<file path="config.mk">
export PLATFORM = sky130hd
export DESIGN_NAME = hpc_ctrl
export DESIGN_NICKNAME = d
export VERILOG_FILES = /design/src/rtl/hpc_pkg.sv /design/src/rtl/hpc_rst_sync.sv /design/src/rtl/hpc_cycle_seq.sv /design/src/rtl/hpc_hyst_loop.sv /design/src/rtl/hpc_ref_select.sv /design/src/rtl/hpc_fault_latch.sv /design/src/rtl/hpc_ctrl.sv
export SDC_FILE = /design/constraint.sdc
export NUM_CORES = 1
export LEC_CHECK = 0
export BUFFER_PORTS_ARGS = -buffer_cell sky130_fd_sc_hd__buf_4
export CORE_AREA = 2 2 39 41
export CTS_CLUSTER_DIAMETER = 100
export DETAILED_ROUTE_END_ITERATION = 7
export DIE_AREA = 0 0 41 43
export PLACE_DENSITY = 0.79
export SLEW_MARGIN = 20
export SYNTH_ARGS = -nofsm -noshare
export SYNTH_HDL_FRONTEND = slang
export SYNTH_SLANG_ARGS = --single-unit
</file>
<file path="constraint.sdc">
create_clock -name clk -period 2.4 [get_ports clk]
set_input_delay 0 -clock clk [delete_from_list [all_inputs] [get_ports clk]]
set_output_delay 0 -clock clk [all_outputs]
set_load 0.005 [all_outputs]
</file>
<file path="src/rtl/hpc_pkg.sv">
package hpc_pkg;

  typedef enum logic {
    LVL_LOW  = 1'b0,
    LVL_HIGH = 1'b1
  } level_e;

  typedef enum logic {
    PH_PEAK = 1'b0,
    PH_HOLD = 1'b1
  } phase_e;

endpackage

</file>
<file path="src/rtl/hpc_rst_sync.sv">
module hpc_rst_sync (
  input  logic clk,
  input  logic rst_n,
  output logic rst_q_n
);

  logic meta_q;
  logic sync_q;

  always_ff @(posedge clk or negedge rst_n) begin
    if (!rst_n) begin
      meta_q <= 1'b0;
      sync_q <= 1'b0;
    end else begin
      meta_q <= 1'b1;
      sync_q <= meta_q;
    end
  end

  assign rst_q_n = sync_q;

endmodule

</file>
<file path="src/rtl/hpc_cycle_seq.sv">
module hpc_cycle_seq (
  input  logic clk,
  input  logic rst_n,
  input  logic en_i,
  input  logic ctl_i,
  output logic active_o,
  output logic in_cycle_o,
  output logic start_o,
  output logic stop_o
);

  logic in_cycle_q;
  logic in_cycle_d;
  logic active;

  assign active = en_i & ctl_i;

  always_comb begin
    in_cycle_d = active;
  end

  always_ff @(posedge clk or negedge rst_n) begin
    if (!rst_n) begin
      in_cycle_q <= 1'b0;
    end else begin
      in_cycle_q <= in_cycle_d;
    end
  end

  assign active_o   = active;
  assign in_cycle_o = in_cycle_q;
  assign start_o    = active & ~in_cycle_q;
  assign stop_o     = ~active & in_cycle_q;

endmodule

</file>
<file path="src/rtl/hpc_hyst_loop.sv">
module hpc_hyst_loop
  import hpc_pkg::*;
(
  input  logic   clk,
  input  logic   rst_n,
  input  logic   active_i,
  input  logic   in_cycle_i,
  input  logic   start_i,
  input  logic   below_i,
  output level_e level_o,
  output logic   gate_o,
  output logic   clamp_o,
  output logic   loop_o
);

  level_e level_q;
  level_e level_d;
  logic   level_en;
  logic   loop_q;

  always_comb begin
    level_d  = level_q;
    level_en = 1'b0;
    if (!active_i) begin
      level_d  = LVL_HIGH;
      level_en = (level_q != LVL_HIGH);
    end else if (start_i) begin
      level_d  = LVL_HIGH;
      level_en = 1'b1;
    end else if (in_cycle_i) begin
      unique case (level_q)
        LVL_HIGH: if (!below_i) begin
          level_d  = LVL_LOW;
          level_en = 1'b1;
        end
        LVL_LOW: if (below_i) begin
          level_d  = LVL_HIGH;
          level_en = 1'b1;
        end
        default: ;
      endcase
    end
  end

  always_ff @(posedge clk or negedge rst_n) begin
    if (!rst_n) begin
      level_q <= LVL_HIGH;
    end else if (level_en) begin
      level_q <= level_d;
    end
  end

  always_ff @(posedge clk or negedge rst_n) begin
    if (!rst_n) begin
      loop_q <= 1'b0;
    end else begin
      loop_q <= ~below_i;
    end
  end

  assign level_o = level_q;
  assign gate_o  = in_cycle_i & (level_q == LVL_HIGH);
  assign clamp_o = in_cycle_i & (level_q == LVL_LOW);
  assign loop_o  = loop_q;

endmodule

</file>
<file path="src/rtl/hpc_ref_select.sv">
module hpc_ref_select
  import hpc_pkg::*;
#(
  parameter int CODE_W = 8
) (
  input  phase_e              phase_i,
  input  level_e              level_i,
  input  logic [CODE_W-1:0]   pk_hi_i,
  input  logic [CODE_W-1:0]   pk_lo_i,
  input  logic [CODE_W-1:0]   hd_hi_i,
  input  logic [CODE_W-1:0]   hd_lo_i,
  output logic [CODE_W-1:0]   code_o
);

  localparam int NUM_REFS = 4;

  logic [CODE_W-1:0] refs [NUM_REFS];
  logic [1:0]        sel;

  assign refs[0] = pk_lo_i;
  assign refs[1] = pk_hi_i;
  assign refs[2] = hd_lo_i;
  assign refs[3] = hd_hi_i;

  assign sel    = {phase_i == PH_HOLD, level_i == LVL_HIGH};
  assign code_o = refs[sel];

endmodule

</file>
<file path="src/rtl/hpc_fault_latch.sv">
module hpc_fault_latch (
  input  logic clk,
  input  logic rst_n,
  input  logic active_i,
  input  logic in_cycle_i,
  input  logic stop_i,
  input  logic open_load_i,
  output logic cap_o
);

  logic flag_q;
  logic flag_d;
  logic cap_q;
  logic cap_d;

  always_comb begin
    flag_d = 1'b0;
    if (active_i) begin
      flag_d = (in_cycle_i & flag_q) | open_load_i;
    end
    cap_d = stop_i & flag_q;
  end

  always_ff @(posedge clk or negedge rst_n) begin
    if (!rst_n) begin
      flag_q <= 1'b0;
      cap_q  <= 1'b0;
    end else begin
      flag_q <= flag_d;
      cap_q  <= cap_d;
    end
  end

  assign cap_o = cap_q;

endmodule

</file>
<file path="src/rtl/hpc_ctrl.sv">
module hpc_ctrl
  import hpc_pkg::*;
#(
  parameter int CODE_W = 8
) (
  input  logic              clk,
  input  logic              rst_n,
  input  logic              en_i,
  input  logic              ctl_i,
  input  logic              hold_i,
  input  logic              below_i,
  input  logic              open_load_i,
  input  logic [CODE_W-1:0] pk_hi_i,
  input  logic [CODE_W-1:0] pk_lo_i,
  input  logic [CODE_W-1:0] hd_hi_i,
  input  logic [CODE_W-1:0] hd_lo_i,
  output logic [CODE_W-1:0] dac_code_o,
  output logic              gate_o,
  output logic              clamp_o,
  output logic              loop_o,
  output logic              ol_cap_o
);

  logic   rst_q_n;
  logic   active;
  logic   in_cycle;
  logic   start;
  logic   stop;
  level_e level;
  phase_e phase;

  assign phase = hold_i ? PH_HOLD : PH_PEAK;

  hpc_rst_sync i_rst_sync (
    .clk     (clk),
    .rst_n   (rst_n),
    .rst_q_n (rst_q_n)
  );

  hpc_cycle_seq i_cycle_seq (
    .clk        (clk),
    .rst_n      (rst_q_n),
    .en_i       (en_i),
    .ctl_i      (ctl_i),
    .active_o   (active),
    .in_cycle_o (in_cycle),
    .start_o    (start),
    .stop_o     (stop)
  );

  hpc_hyst_loop i_hyst_loop (
    .clk        (clk),
    .rst_n      (rst_q_n),
    .active_i   (active),
    .in_cycle_i (in_cycle),
    .start_i    (start),
    .below_i    (below_i),
    .level_o    (level),
    .gate_o     (gate_o),
    .clamp_o    (clamp_o),
    .loop_o     (loop_o)
  );

  hpc_ref_select #(
    .CODE_W (CODE_W)
  ) i_ref_select (
    .phase_i (phase),
    .level_i (level),
    .pk_hi_i (pk_hi_i),
    .pk_lo_i (pk_lo_i),
    .hd_hi_i (hd_hi_i),
    .hd_lo_i (hd_lo_i),
    .code_o  (dac_code_o)
  );

  hpc_fault_latch i_fault_latch (
    .clk         (clk),
    .rst_n       (rst_q_n),
    .active_i    (active),
    .in_cycle_i  (in_cycle),
    .stop_i      (stop),
    .open_load_i (open_load_i),
    .cap_o       (ol_cap_o)
  );

endmodule

</file>
==> metrics.md <==
| Metric | Value |
|---|---|
| Outcome | completed |
| Routability congestion estimate from global placement | 0.558 |
| TritonCTS clock tree | built |
| M2 GR Usage | 0.275 |
| Maximum clock rate | 613 MHz |
| Met3 Usage GRT | 0.0576 |
| Antenna violation net count after detailed routing | 0 |
| Via count of the first global-routing pass | 465 |
| Pwr dens | 382 nW/um^2 |
| Full die area | 1760 sq um |
| Kind of launch point of the worst setup path | flip-flop |
| Count of unique library cells instantiated by Yosys | 15 |
| Data required time of the critical path | 2.40 ns |
| Final critical path time including I/O delays and setup | 1.63 ns |
| Number of H-tree branching levels | 1 |
| Global routing usage summed across all routing layers | 0.149 |
| Number of CTS-inserted buffers | 3 |
| Synthesized Nets | 66 |
| Kind of critical path | flip-flop to output port |
| Number of sinks on the clock net | 7 |
| RSZ-0062 raised after global routing | false |
| Met1 layer usage reported by global route | 0.128 |
| Clock slew at the register clock pins of the worst setup and hold paths | 0.05 ns |
| First-pass GRT wire length | 1.77 mm |
| Final-layout setup total negative slack | 0 ns |
| Vias per cell | 4.57 |
| Routed WL per cell | 13.2 um |
| CP Data Arrival Time | 1.63 ns |
| YS warnings | 0 |
| Final slew viol count | 0 |
| Clock group share of total power | 0.313 |
| GRT Max-Usage Layer | met2 |
| Maximum number of pins on one net before global-route repair | 11 |
| Vias | 448 |
| Setup Buffers After CTS | 0 |
| Total congestion overflow | 0 |
| Leading post-synthesis cells by instance count | 8 x mux4_2, 6 x dfrtp_1 |
| Syn Area/Cell | 15.8 sq um |
| Leak pwr | 0.441 nW |
| Num rows | 14 |
| Core area | 1380 sq um |
| Seq/Total Area, Yosys | 0.413 |
| Hold Vio Cnt, Final | 0 |
| CTS root buffer | clkbuf_4 |
| Finished Core Util | 0.623 |
| Fraction of post-synthesis cell area in the top cell type by area | 0.422 |
| Category of the worst setup path capture point | output port |
| Insertion delay of the later-clocked pin in the worst-skew pair | 0.24 ns |
| Number of instances resized during post-cts repair | 0 |
| Gate count after technology mapping | 27 |
| Seq cells post-synth | 7 |
| Max Clock Skew | 0.00133 ns |
| Most common cell in the netlist | mux4_2 |
| Cell accounting for the most synthesized area | mux4_2 |
| Sequential fraction of design power | 0.387 |
| P_sw | 0.0000671 W |
| Fraction of layout instances using a drive strength above 1 | 0.780 |
| Synth Cell Area | 427 sq um |
| Worst-path fanout max | 10 |
| Vertical extent of the die | 43 um |
| Synth area leaders | mux4_2 42%, dfrtp_1 35%, dfstp_2 6.2% |
| Type of the most critical hold path | primary input to flip-flop |
| Design Area, Final | 862 sq um |
| Antenna violations before repair | 0 |
| Fraction of synthesis flops using an asynchronous set or reset pin | 1.00 |
| Final setup fails | 0 |
| Initial DRT Pass Iterations | 1 |
| # diodes | 0 |
| Initial Util | 0.308 |
| Overall routed net length | 1.30 mm |
| Largest voltage drop on the vdd net | 0.248 mV |
| Die Span X | 41 um |
| Most used flip-flop cell after synthesis | dfrtp_1 |
| Buffer depth of the longest clock path | 2 |
| Instance area after placement | 806 sq um |
| Number of max-cap violations | 0 |
| Proportion of power drawn by combinational gates | 0.300 |
| I/O pin total | 51 |
| Filler cell count | 115 |
| Area Growth Syn to Fin | 102% |
| Number of nets in the layout | 122 |
| Count of buffers inserted at the top-level ports | 50 |
| Internal Pwr Total | 0.000262 W |
| Number of buffers added to fix hold violations after cts | 3 |
| Fraction of power spent switching nets | 0.204 |
| Number of enable-type register cells in the synthesized netlist | 0 |
| Remaining routing DRC violations | 0 |
| Final period utilization | 0.680 |
| DRC marker count from the first detailed-route iteration | 0 |
==> power groups by stage <==
stage | logic, W | registers [W] | clock network (W)
detailed placement | 0.0000959 | 0.000130 | 0
global placement | 0.0000938 | 0.000129 | 0
floorplan | 0.0000295 | 0.000128 | 0
CTS | 0.0000999 | 0.000128 | 0.000107
global route | 0.000107 | 0.000129 | 0.000111
finish | 0.0000988 | 0.000128 | 0.000103
==> flip-flops by register name, indices dropped and copies added (netlist names) <==
name	flops
i_cycle_seq.in_cycle_o	1
i_fault_latch.cap_o	1
i_fault_latch.flag_q	1
i_hyst_loop.level_o	1
i_hyst_loop.loop_o	1
i_rst_sync.meta_q	1
i_rst_sync.rst_q_n	1
==> metal layers <==
metal  vias up  wire, um
met5         -         0
met4         0         0
met3         0       266
met2        36       644
met1       199       386
li1        213         -
==> worst paths after layout <==
path | start | end | slack [ns] | cells after the start
max | i_hyst_loop.level_o$_DFFE_PN1P_ | dac_code_o[6] | 0.77 | 2
min | ctl_i | i_cycle_seq.in_cycle_o$_DFF_PN0_ | 0.05 | 2
max reg2reg | i_cycle_seq.in_cycle_o$_DFF_PN0_ | i_fault_latch.flag_q$_DFF_PN0_ | 1.69 | 2
min reg2reg | i_rst_sync.rst_q_n$_DFF_PN0_ | i_hyst_loop.loop_o$_DFF_PN0_ | 0.07 | 0
max in group asynchronous | i_rst_sync.rst_q_n$_DFF_PN0_ | i_hyst_loop.level_o$_DFFE_PN1P_ | 2.08 | 0
min in group asynchronous | rst_n | i_rst_sync.meta_q$_DFF_PN0_ | 0.07 | 2
==> layout by cell type, fill, tap and decap left out <==
master | synthesis | routed
inv_1 | 1 | 1
nand2_1 | 1 | 1
dlygate4sd3_1 | 0 | 3
dfrtp_1 | 6 | 6
nand3_1 | 1 | 1
clkbuf_1 | 0 | 1
dfstp_2 | 1 | 1
conb_1 | 1 | 1
and2b_2 | 1 | 1
nor2b_1 | 1 | 1
a21oi_1 | 1 | 1
nor2_1 | 1 | 1
clkbuf_4 | 0 | 3
and2_1 | 1 | 1
buf_4 | 0 | 50
mux4_2 | 8 | 8
and2_2 | 1 | 1
==> worst max-delay path: stages (launching register included) <==
cell	delay, ns
dfstp_2	0.69
mux4_2	0.55
buf_4	0.15
==> cell families after synthesis <==
kind of cell	count (synthesis)	share of synthesized area
AOI/OAI and AO/OA	1	0.0117
muxes	8	0.422
buffers and inverters	3	0.0469
DFF	7	0.413
other	1	0.00879
and+or+nand+nor	7	0.0968
==> metrics by stage <==
stage | power, W | instances | worst slack, ns | hold WS [ns]
3_5_place_dp | 0.000226 | 91 | 1.01 | -0.216
2_1_floorplan | 0.000157 | 27 | 1.24 | -0.296
6_report | 0.000329 | 98 | 0.768 | 0.0455
5_1_grt | 0.000347 | 98 | 0.693 | 0.0680
3_3_place_gp | 0.000223 | 91 | 1.02 | -0.218
4_1_cts | 0.000335 | 98 | 0.740 | 0.0378
==> final cells by class <==
| cell class | instances | area [sq um] | area share |
|---|---|---|---|
| Tap cell | 16 | 20.0 | 0.0232 |
| Inverter | 1 | 3.75 | 0.00435 |
| Multi-Input combinational cell | 17 | 230 | 0.267 |
| Clock buffer | 4 | 26.3 | 0.0305 |
| Sequential cell | 7 | 176 | 0.205 |
| Timing Repair Buffer | 53 | 405 | 0.470 |
(Power assumes the default switching activity.)
